`config.mk`:
```
export PLATFORM = sky130hd
export DESIGN_NAME = clksel_regfile
export DESIGN_NICKNAME = d
export VERILOG_FILES = /design/src/rtl/clksel_pkg.sv /design/src/rtl/clksel_word.sv /design/src/rtl/clksel_apply_ctrl.sv /design/src/rtl/clksel_regfile.sv
export SDC_FILE = /design/constraint.sdc
export NUM_CORES = 1
export LEC_CHECK = 0
export ABC_AREA = 1
export ABC_CLOCK_PERIOD_IN_PS = 1900
export BUFFER_PORTS_ARGS = -buffer_cell sky130_fd_sc_hd__buf_2
export CAP_MARGIN = 0
export CELL_PAD_IN_SITES_DETAIL_PLACEMENT = 1
export CELL_PAD_IN_SITES_GLOBAL_PLACEMENT = 1
export CORE_MARGIN = 2
export CORE_UTILIZATION = 31
export DETAILED_ROUTE_END_ITERATION = 12
export PLACE_DENSITY = 0.91
export REMOVE_ABC_BUFFERS = 1
export SKIP_LAST_GASP = 1
export SLEW_MARGIN = 30
export SYNTH_ARGS = -nofsm -noshare
export SYNTH_HDL_FRONTEND = slang
export SYNTH_SLANG_ARGS = --single-unit
```
`constraint.sdc`:
```
create_clock -name clk -period 1.9 [get_ports clk]
set_input_delay 0.38 -clock clk [delete_from_list [all_inputs] [get_ports clk]]
set_output_delay 0.38 -clock clk [all_outputs]
set_load 0.01 [all_outputs]
```
`src/rtl/clksel_pkg.sv`:
```
package clksel_pkg;

    localparam int WORD_W    = 32;
    localparam int NUM_WORDS = 4;
    localparam int REQ_INDEX = 10;   // register 11

    typedef logic [WORD_W-1:0] word_t;

    typedef enum logic {
        APPLY_IDLE = 1'b0,
        APPLY_RUN  = 1'b1
    } apply_state_e;

    typedef struct packed {
        logic [7:0] index;       // word index = register number - 1
        logic       staged;      // held pending until an apply
        word_t      field_mask;  // bits belonging to some field
        word_t      en_mask;     // top bit of each field
        word_t      reset_val;   // default codes
    } word_desc_t;

    function automatic word_desc_t word_desc(input int i);
        word_desc_t d;
        case (i)
            0:       d = '{index: 8'd0, staged: 1'b0, field_mask: 32'hFFFF_FFFF,
                           en_mask: 32'h9022_1084, reset_val: 32'h2000_0013};
            1:       d = '{index: 8'd7, staged: 1'b0, field_mask: 32'h0000_0038,
                           en_mask: 32'h0000_0020, reset_val: 32'h0000_0000};
            2:       d = '{index: 8'd8, staged: 1'b1, field_mask: 32'h00FF_FFFF,
                           en_mask: 32'h0088_8840, reset_val: 32'h0073_338F};
            default: d = '{index: 8'd9, staged: 1'b1, field_mask: 32'h0000_03FF,
                           en_mask: 32'h0000_0244, reset_val: 32'h0000_0099};
        endcase
        return d;
    endfunction

    // Position of the enable bit that owns data bit b: lowest set bit >= b.
    function automatic int en_pos(input word_t m, input int b);
        int p;
        p = WORD_W - 1;
        for (int k = WORD_W - 1; k >= b; k--) begin
            if (m[k]) p = k;
        end
        return p;
    endfunction

endpackage

```
`src/rtl/clksel_word.sv`:
```
module clksel_word
    import clksel_pkg::*;
#(
    parameter word_t FIELD_MASK = '0,
    parameter word_t EN_MASK    = '0,
    parameter word_t RESET_VAL  = '0,
    parameter bit    STAGED     = 1'b0
) (
    input  logic  clk,
    input  logic  rst,
    input  logic  wr,
    input  word_t wdata,
    input  logic  apply,
    output word_t live
);

    localparam word_t DATA_MASK = FIELD_MASK & ~EN_MASK;
    localparam word_t INIT_VAL  = RESET_VAL & DATA_MASK;

    word_t base_q;   // copy that bus writes act upon
    word_t base_d;

    for (genvar b = 0; b < WORD_W; b++) begin : g_bit
        if (DATA_MASK[b]) begin : g_data
            localparam int EP = en_pos(EN_MASK, b);
            assign base_d[b] = (wr && wdata[EP]) ? wdata[b] : base_q[b];
        end else begin : g_zero
            assign base_d[b] = 1'b0;
        end
    end

    if (STAGED) begin : g_staged
        word_t pend_q;
        word_t live_q;

        always_ff @(posedge clk) begin
            if (rst) begin
                pend_q <= INIT_VAL;
                live_q <= INIT_VAL;
            end else begin
                pend_q <= base_d;
                if (apply) live_q <= pend_q;
            end
        end

        assign base_q = pend_q;
        assign live   = live_q;

        assert_live_hold_R6: assert property (@(posedge clk) disable iff (rst)
            !apply |=> $stable(live_q));
        assert_pend_keep_R3: assert property (@(posedge clk) disable iff (rst)
            !(wr && |(wdata & EN_MASK)) |=> $stable(pend_q));
    end else begin : g_direct
        word_t live_q;
        logic  unused_apply;

        always_ff @(posedge clk) begin
            if (rst) live_q <= INIT_VAL;
            else     live_q <= base_d;
        end

        assign base_q       = live_q;
        assign live         = live_q;
        assign unused_apply = apply;

        assert_live_keep_R3: assert property (@(posedge clk) disable iff (rst)
            !(wr && |(wdata & EN_MASK)) |=> $stable(live_q));
    end

endmodule

```
`src/rtl/clksel_apply_ctrl.sv`:
```
module clksel_apply_ctrl
    import clksel_pkg::*;
#(
    parameter int APPLY_CYCLES = 8
) (
    input  logic clk,
    input  logic rst,
    input  logic req,
    output logic busy,
    output logic apply
);

    localparam int             CW   = $clog2(APPLY_CYCLES + 1);
    localparam logic [CW-1:0]  LAST = CW'(APPLY_CYCLES - 1);

    apply_state_e  st_q;
    logic [CW-1:0] cnt_q;

    always_ff @(posedge clk) begin
        if (rst) begin
            st_q  <= APPLY_IDLE;
            cnt_q <= '0;
        end else begin
            case (st_q)
                APPLY_IDLE: begin
                    if (req) begin
                        st_q  <= APPLY_RUN;
                        cnt_q <= LAST;
                    end
                end
                default: begin
                    if (cnt_q == '0) st_q  <= APPLY_IDLE;
                    else             cnt_q <= cnt_q - 1'b1;
                end
            endcase
        end
    end

    assign busy  = (st_q == APPLY_RUN);
    assign apply = busy && (cnt_q == '0);

    assert_req_starts_R7: assert property (@(posedge clk) disable iff (rst)
        (req && !busy) |=> (busy && cnt_q == LAST));
    assert_no_restart_R8: assert property (@(posedge clk) disable iff (rst)
        busy |=> !(busy && cnt_q == LAST));
    assert_apply_ends_R7: assert property (@(posedge clk) disable iff (rst)
        apply |=> !busy);

endmodule

```
`src/rtl/clksel_regfile.sv`:
```
module clksel_regfile
    import clksel_pkg::*;
#(
    parameter int ADDR_W       = 8,
    parameter int APPLY_CYCLES = 8
) (
    input  logic              clk,
    input  logic              rst,
    input  logic              bus_valid,
    input  logic              bus_write,
    input  logic [ADDR_W-1:0] bus_addr,
    input  logic [31:0]       bus_wdata,
    output logic [31:0]       bus_rdata,
    output logic [31:0]       sel_word1,
    output logic [31:0]       sel_word8,
    output logic [31:0]       sel_word9,
    output logic [31:0]       sel_word10
);

    localparam int IDX_W = ADDR_W - 2;

    logic [IDX_W-1:0] idx;
    logic [1:0]       unused_lsb;
    logic             wr_any;
    logic             req_hit;
    logic             busy;
    logic             apply;
    logic             word_wr [NUM_WORDS];
    word_t            live    [NUM_WORDS];

    assign idx        = bus_addr[ADDR_W-1:2];
    assign unused_lsb = bus_addr[1:0];
    assign wr_any     = bus_valid && bus_write;
    assign req_hit    = wr_any && (int'(idx) == REQ_INDEX) && bus_wdata[0];

    clksel_apply_ctrl #(.APPLY_CYCLES(APPLY_CYCLES)) u_apply (
        .clk   (clk),
        .rst   (rst),
        .req   (req_hit),
        .busy  (busy),
        .apply (apply)
    );

    for (genvar i = 0; i < NUM_WORDS; i++) begin : g_word
        localparam word_desc_t DESC = word_desc(i);

        assign word_wr[i] = wr_any && (int'(idx) == int'(DESC.index));

        clksel_word #(
            .FIELD_MASK (DESC.field_mask),
            .EN_MASK    (DESC.en_mask),
            .RESET_VAL  (DESC.reset_val),
            .STAGED     (DESC.staged)
        ) u_word (
            .clk   (clk),
            .rst   (rst),
            .wr    (word_wr[i]),
            .wdata (bus_wdata),
            .apply (apply),
            .live  (live[i])
        );
    end

    always_comb begin
        bus_rdata = '0;
        for (int i = 0; i < NUM_WORDS; i++) begin
            if (int'(idx) == int'(word_desc(i).index)) bus_rdata = live[i];
        end
        if (int'(idx) == REQ_INDEX) bus_rdata = {31'b0, busy};
    end

    assign sel_word1  = live[0];
    assign sel_word8  = live[1];
    assign sel_word9  = live[2];
    assign sel_word10 = live[3];

    assert_idle_after_reset_R11: assert property (@(posedge clk)
        $fell(rst) |-> !busy);

endmodule

```
Yosys cells after proc, flatten, opt, wreduce, memory -nomap -nowiden
Cells that the tools add are included.
Operators by class
  $add $sub $neg: 1
  eq/ne operators: 5
  multiplexer cells: 11
  reductions and logical operators: 29
Operator list (count)
  32-bit two-way mux: 5
  1-bit logical AND: 24
  6-bit by 5-bit equality test with 1-bit output (second input constant): 3
  4-bit two-way mux: 3
  8-bit logical NOT: 1
  6-bit by 4-bit equality test with 1-bit output (second input constant): 1
  6-bit logical NOT: 1
  4-bit logical NOT: 1
  4-bit by 1-bit subtractor with 4-bit output (second input constant): 1
  1-bit two-way mux: 3
  2-bit != test (second input constant): 1
  2-bit AND reduction: 1
  2-bit nonzero test: 1
Word-level totals
  register bits after elaboration: 197
  input port bits: 44
  output and inout bits: 160
  word-level logic and storage cells: 70

Depth between registers and ports, before layout
Gate-level depths: netlist of run 1.
  depth after elaboration: 6
  gate-level depth with buffers: 8
  depth with buffers taken out: 8

By module
From an unflattened synthesis of run 1, not the netlist that was laid out.
Unflattened totals
  cells, all modules: 848
  area total of the unflattened synthesis: 5484.0 um^2
By module, submodules not included
  clksel_word (g_word[2].u_word): instances 1, cells each 192, area each 1607.8 um^2, sequential area each 760.7 um^2
  clksel_regfile: instances 1, cells each 310, area each 1468.9 um^2, sequential area each 0.0 um^2
  clksel_word (g_word[0].u_word): instances 1, cells each 162, area each 1101.1 um^2, sequential area each 500.5 um^2
  clksel_word (g_word[3].u_word): instances 1, cells each 94, area each 703.2 um^2, sequential area each 280.3 um^2
  clksel_word (g_word[1].u_word): instances 1, cells each 45, area each 316.6 um^2, sequential area each 40.0 um^2
  clksel_apply_ctrl: instances 1, cells each 45, area each 286.5 um^2, sequential area each 100.1 um^2

Worst setup path before layout of run 1
OpenSTA, ideal clock, no wires.
  path type: input-to-output
  from: input port bus_addr[3]
  to: output port bus_rdata[5]
  arrival: 1.173 ns
  data required time: 1.520 ns
  setup slack: 0.347 ns
  stages: 6
  path buffers: 1
  cell sequence: nor2_2 > nand2_1 > nor2_2 > buf_2 > a22oi_1 > nand2_1
On the way
  longest elaborated chain between the ends: 6
  elaborated cells on any way between the ends: 10
  classes of those cells: eq/ne: 4; mux: 5; reduce/logical: 1
RTL lines
  from (decl): line clksel_regfile.sv:11  | input logic [ADDR_W-1:0] bus_addr,
  8-bit logical NOT: line clksel_regfile.sv:67  | if (int'(idx) == int'(word_desc(i).index)) bus_rdata = live[i];
  32-bit two-way mux (4 in series): line clksel_regfile.sv:67
  32-bit two-way mux (*): line clksel_regfile.sv:69  | if (int'(idx) == REQ_INDEX) bus_rdata = {31'b0, busy};
  to (decl): line clksel_regfile.sv:13  | output logic [31:0] bus_rdata,
Every way passes the cells marked *; elsewhere a longest branch is shown, timed or not.

Final worst setup path of run 1
  from: input port bus_addr[6]
  to: output port bus_rdata[4]
Same word-level chain as after synthesis.

==> metrics.md, run 1 <==
| Metric | Value |
|---|---|
| Outcome | complete, no violations |
| First-pass GRT wire length | 19700 um |
| Post-Syn Area | 4150 um2 |
| Multi-input logic area | 1920 um2 |
| R2R depth | 7 |
| Buffer depth of the longest clock path | 2 |
| Hold path cells | 3 |
| Async set-reset flop share out of synthesis | 0 |
| CTS Buf Count | 9 |
| Starting Density | 0.316 |
| DR WL/cell | ~14 um |
| Post-Route Utilization | 0.389 |
| CTS Root Cell | clkbuf_16 |
| Routability cong. | 0.772 |
| Cell with the most instances after synthesis | nand2_1 |
| Vias per cell | around 4.4 |
| Overall global routing resource usage | 0.175 |
| Clock Latency Late Sink | 340 ps |
| Post-CTS Hold Buffers | 0 |
| Initial antenna violation count | 0 |
| RSZ-0062 raised after global routing | true |
| Area growth from synthesis to layout | 23.1% |
| Nets | 760 |
| Die area | 14300 um2 |
| FF+latch area | between 1500 and 2000 um2 |
| # DRC | 0 |
| Period utilization | 0.958 |
| Synth Area per Inst | 7.16 um2 |
| GRT overflow | 0 |
| Max VDD drop | 0.000405 V |
| Post-route ant nets | 0 |
| EDFF count, synth | 0 |
| Slowest stage delay, CP | approximately 190 ps |
| Pwr dens | ~730 nW/um2 |
| Post-synth cell types | 29 |
| Slew Limit Fails | 0 |
| Post-route minimum period | 1820 ps |
| Leakage | about 0.0027 uW |
| Worst clock skew | 6.04 ps |
| Post-synthesis compound-gate area fraction | 0.0854 |
| DPL Wire Length | 9490 um |
| Clock-pin transition on the worst setup and hold timing paths | 60 ps |
| I/O Pins | about 200 |
| Final Hold Vio Count | 0 |
| Post-Synth Adder-Cell Area | 0.00604 |
| Top cells by area, synth | dfxtp_1 (41%), buf_4 (14%), nand2_1 (12%), nor2_1 (7.8%), nand3_1 (5.7%) |
| WP data arrival | 1440 ps |
| R2r setup slk | 420 ps |
| Seq cells post-synth | 84 |
| Critical path class | in2out |
| F_max | roughly 0.55 GHz |
| Main synth FF type | dfxtp_1 |
| # Max-Cap Violations | 0 |
| Fraction of layout cells with a size suffix above 1 | 0.250 |
| Top post-synthesis cells by count | nand2_1 (129), nor2_1 (86), dfxtp_1 (84) |
| Cell family with most CP delay | simple AND/OR/NAND/NOR gates |
| Post-synthesis mux area share | 0 |
| CP endpoint kind | primary output |
| Fill count | 1776 |
| # diodes | 0 |
| Largest net degree at the start of global routing | 54 |
| Worst path bufs/invs | 3 |
| Core box area | 13100 um2 |
| Startpoint Class | input port |
| Crit-path max FO | 5 |
| Final Power | 3730 uW |
| Post-synthesis simple-gate area fraction | 0.298 |
| FF-to-FF End | g_word[3].u_word.live[1] |
| # clock sinks | 84 |
| Register area share after synthesis | 0.406 |
| TNS Setup | 0 ps |
| Worst hold-check path type | in2reg |
| CP required | around 1500 ps |
| H-tree Lvls | 3 |
| Cell Chain, Critical Path | buf_2 -> nor2_8 -> nand3_2 -> inv_1 -> nand2_1 -> nand2_1 -> nor2_1 -> nor2_1 -> buf_2 |
| Reg2reg start | u_apply.cnt_q[0] |
| Hold endpoint | g_word[0].u_word.live[29] |
| Drt pass-1 iters | 4 |
| Via count | 3908 |
| DR iter-0 viols | 209 |
| Slowest-stage cell, CP | inv_1 |
| Syn Inst Count | about 580 |
| Post-Synth XOR/XNOR Area | 0.00211 |
| # port buffers | about 120 |
| Cell type with the largest total area after synthesis | dfxtp_1 |
| Top cell type's share of synthesized area | 0.406 |
| Vias in the first global route | 3811 |
| CTS tree | yes |
| Setup-failing EPs final | 0 |
| Hold Path Origin | bus_wdata[29] |
| Die X | 120 um |
| Final wirelength | between 10000 and 15000 um |
| Row Count | 42 |
| Largest family of logic cells by synthesized area | simple AND/OR/NAND/NOR gates |
| Height of the die | 120 um |
| YS warnings | 0 |
report_power, final:
group | leakage, uW | total (uW) | internal [uW] | switching (uW)
sequential | 0.000678 | 1770 | 1770 | 3.00
combinational | 0.00191 | 251 | 68.4 | 183
clock | 0.000139 | 1720 | 1010 | 703
worst register-to-register path: cells and delay by family, from the launching register on:
kind | cells | cell delay, ps
buf+inv | 2 | 440
simple gates | 2 | 220
compound gates | 2 | 260
flops | 1 | 300
fa+ha+maj | 1 | 200
sequential cells by signal, indices dropped and copies added, names as in the netlist:
signal,count
u_apply.busy,1
g_word.u_word.base_q,26
g_word.u_word.live,53
u_apply.cnt_q,4
cell usage in the layout (no fill, tap or decap), types with 12 or more instances in the layout:
cell     netlist  routed
nand3_1       47      47
nand2_1      129     129
o21ai_1       12      12
conb_1         1      77
inv_1         43      43
dfxtp_1       84      84
nor2_1        86      86
buf_2          5     124
buf_4         77      12
o21ai_0       18      18
a21oi_1       13      13
worst max path at each step:
stage,start,to,cells after the start
after CTS,bus_addr[3],bus_rdata[4],10
after global placement,bus_addr[7],bus_rdata[4],10
after global routing,bus_addr[6],bus_rdata[0],8
after floorplan,u_apply.cnt_q[0],g_word[2].u_word.live[10],6
after detailed placement,bus_addr[3],bus_rdata[4],10
final,bus_addr[6],bus_rdata[4],9
metal layers:
layer | track usage | part of all wire
met5 | 0 | 0
met2 | 0.298 | 0.48
met3 | 0.0333 | 0.047
met4 | 0.0485 | 0.0099
met1 | 0.227 | 0.46
layout make-up:
class | instances | area share
multi-input cells | 427 | 0.377
clock inverters | 5 | 0.0103
inverters | 51 | 0.0377
clock buffers | 11 | 0.0456
flip-flops and latches | 84 | 0.329
repair buffers | 141 | 0.157
well taps | 176 | 0.0431
repair_timing:
action,4_1_cts,5_1_grt
endpoints found under the setup margin,0,12
gates resized for setup,0,2
hold endpoints to repair,0,0
setup buffers,0,2
per-stage QoR:
step	hold WS, ps	setup WS (ps)	cells	area (um2)
floorplan	429	-900	562	3790
global placement	438	93.4	877	4770
finish	252	79.6	895	5100
detailed placement	448	39.0	877	4770
CTS	246	38.6	893	5060
global route	268	-31.0	895	5100
cell families (layout without fill, tap and decap cells):
logic type,count (synthesis),after routing
AOI/OAI and AO/OA,60,60
xor gates and xnor gates,1,1
adders and majority gates,2,2
buffers and inverters,144,208
DFF,84,84
other,1,77
and+or+nand+nor,287,287
No activity file was read; power rests on OpenSTA's default activity.
==> run 2: changes to the inputs <==
--- a/config.mk
+++ b/config.mk
@@ -7,14 +7,14 @@
 export LEC_CHECK = 0
 export ABC_AREA = 1
 export ABC_CLOCK_PERIOD_IN_PS = 1900
-export BUFFER_PORTS_ARGS = -buffer_cell sky130_fd_sc_hd__buf_2
 export CAP_MARGIN = 0
 export CELL_PAD_IN_SITES_DETAIL_PLACEMENT = 1
 export CELL_PAD_IN_SITES_GLOBAL_PLACEMENT = 1
 export CORE_MARGIN = 2
-export CORE_UTILIZATION = 31
+export CORE_UTILIZATION = 43
 export DETAILED_ROUTE_END_ITERATION = 12
-export PLACE_DENSITY = 0.91
+export DONT_BUFFER_PORTS = 1
+export PLACE_DENSITY = 0.9
 export REMOVE_ABC_BUFFERS = 1
 export SKIP_LAST_GASP = 1
 export SLEW_MARGIN = 30
==> metrics.md, run 2 (same netlist as run 1, synthesis figures left out) <==
| Metric | Value |
|---|---|
| Outcome | complete, no violations |
| First-pass GRT wire length | 18100 um |
| # DRC | 0 |
| F_max | 0.564 GHz |
| R2r setup slk | 370 ps |
| Worst hold-check path type | in2reg |
| # diodes | 0 |
| Largest net degree at the start of global routing | 43 |
| FF-to-FF End | g_word[2].u_word.live[14] |
| H-tree Lvls | 3 |
| Buffer depth of the longest clock path | 2 |
| Die X | 102 um |
| # port buffers | 0 |
| Nets | 631 |
| Initial antenna violation count | 0 |
| Final wirelength | approximately 12000 um |
| Post-route minimum period | approximately 1800 ps |
| Core box area | 9280 um2 |
| Reg2reg start | u_apply.cnt_q[0] |
| Vias per cell | 4.94 |
| Post-Route Utilization | 0.453 |
| DR iter-0 viols | 111 |
| Setup WS post-layout | 127 ps |
| Max VDD drop | roughly 0.00028 V |
| Clock Latency Late Sink | 350 ps |
| Area growth from synthesis to layout | 1.48% |
| Height of the die | 102 um |
| Pwr dens | 724 nW/um2 |
| Starting Density | 0.447 |
| # Max-Cap Violations | 0 |
| Crit-path max FO | 7 |
| CP endpoint kind | primary output |
| # clock sinks | 84 |
| Vias in the first global route | between 3000 and 4000 |
| Clock-pin transition on the worst setup and hold timing paths | 90 ps |
| DPL Wire Length | 8990 um |
| Pre-CTS setup slack | 117 ps |
| Worst clock skew | roughly 19 ps |
| Hold path cells | 1 |
| Hold endpoint | u_apply.cnt_q[3] |
| Period utilization | 0.933 |
| CTS tree | yes |
| CTS Buf Count | 9 |
| Die area | 10400 um2 |
| Setup-failing EPs final | 0 |
| Post-route ant nets | 0 |
| Via count | 3548 |
| Overall global routing resource usage | 0.226 |
| Post-CTS Hold Buffers | 0 |
| Most frequent cells in the layout | nand2_1 (129), nor2_1 (86), dfxtp_1 (84) |
| Fraction of layout cells with a size suffix above 1 | 0.0866 |
| Row Count | 35 |
| Routability cong. | 0.836 |
| Startpoint Class | input port |
| Slew Limit Fails | 0 |
| Drt pass-1 iters | 4 |
| Commonest non-fill, non-tap cell in the layout | nand2_1 |
| DR WL/cell | 16.3 um |
| Critical path class | in2out |
| CTS Root Cell | clkbuf_8 |
| R2R depth | 7 |
| GRT overflow | 0 |
| Leakage | ~0.0021 uW |
| WP data arrival | about 1400 ps |
| RSZ-0062 raised after global routing | false |
| Max reg flops | 53 |
| Final Hold Vio Count | 0 |
| Hold Path Origin | rst |
| I/O Pins | 204 |
| CP required | about 1500 ps |
## run 2: cell count changes in the layout (fill, tap and decap cells not counted), moves of 2 or more
cell | before | now
clkbuf_8 | 0 | 9
buf_2 | 124 | 0
buf_12 | 4 | 0
clkinv_2 | 4 | 2
clkbuf_16 | 9 | 0
clkinvlp_4 | 1 | 3
## run 2: what timing repair did
item                       4_1_cts  5_1_grt
setup endpoints to repair        0        1
setup buffers                    0        0
resized for setup                0        1
## run 2: report_power, final
group	switching [uW]	internal, uW	leakage (uW)
registers	4.72	1760	0.000678
clock network	646	467	0.0000714
logic	140	25.2	0.00132
## run 2: layout make-up
class                   count  area, um2
fillers                  1249       5080
repair buffers             12       90.1
clock buffers              11        131
multi-input cells         427       1920
clock inverters             4       27.5
flip-flops and latches     84       1680
inverters                  51        193
well taps                 129        161
## run 2: layer usage
metal	wire, um	vias to the layer above	track usage	share of wire
met1	4620	1693	0.267	0.40
li1	-	1681	-	-
met5	0	-	0	0
met4	246	0	0.0903	0.021
met2	5760	155	0.389	0.49
met3	1070	19	0.0616	0.091
## run 2: stage by stage
step / instance area [um2] / std cells / hold WS [ps] / setup TNS [ps] / power (uW)
after global placement: 4040 / 703 / 439 / 0 / 1960
after global routing: 4210 / 718 / 64.2 / 0 / 3180
final: 4210 / 718 / 82.2 / 0 / 3050
after detailed placement: 4040 / 703 / 445 / 0 / 1970
after CTS: 4200 / 718 / 73.2 / 0 / 3070
after floorplan: 3790 / 562 / 429 / -21510 / 1940
## run 2: worst max-delay path, cell delays in order
cell	delay [ps]
nor2_2	160
nand3_2	100
inv_1	280
nand2_1	110
nand2_1	120
nor2_1	50
nor2_1	200
## run 2: worst max path at each step
stage / start / end / slack (ps) / depth (start not counted)
5_1_grt: bus_addr[3] / bus_rdata[4] / 10 / 7
3_5_place_dp: bus_addr[3] / bus_rdata[3] / 120 / 7
2_1_floorplan: u_apply.cnt_q[0] / g_word[2].u_word.live[10] / -900 / 6
3_3_place_gp: bus_addr[3] / bus_rdata[3] / 150 / 8
6_report: bus_addr[3] / bus_rdata[3] / 130 / 7
4_1_cts: bus_addr[4] / bus_rdata[4] / 110 / 6
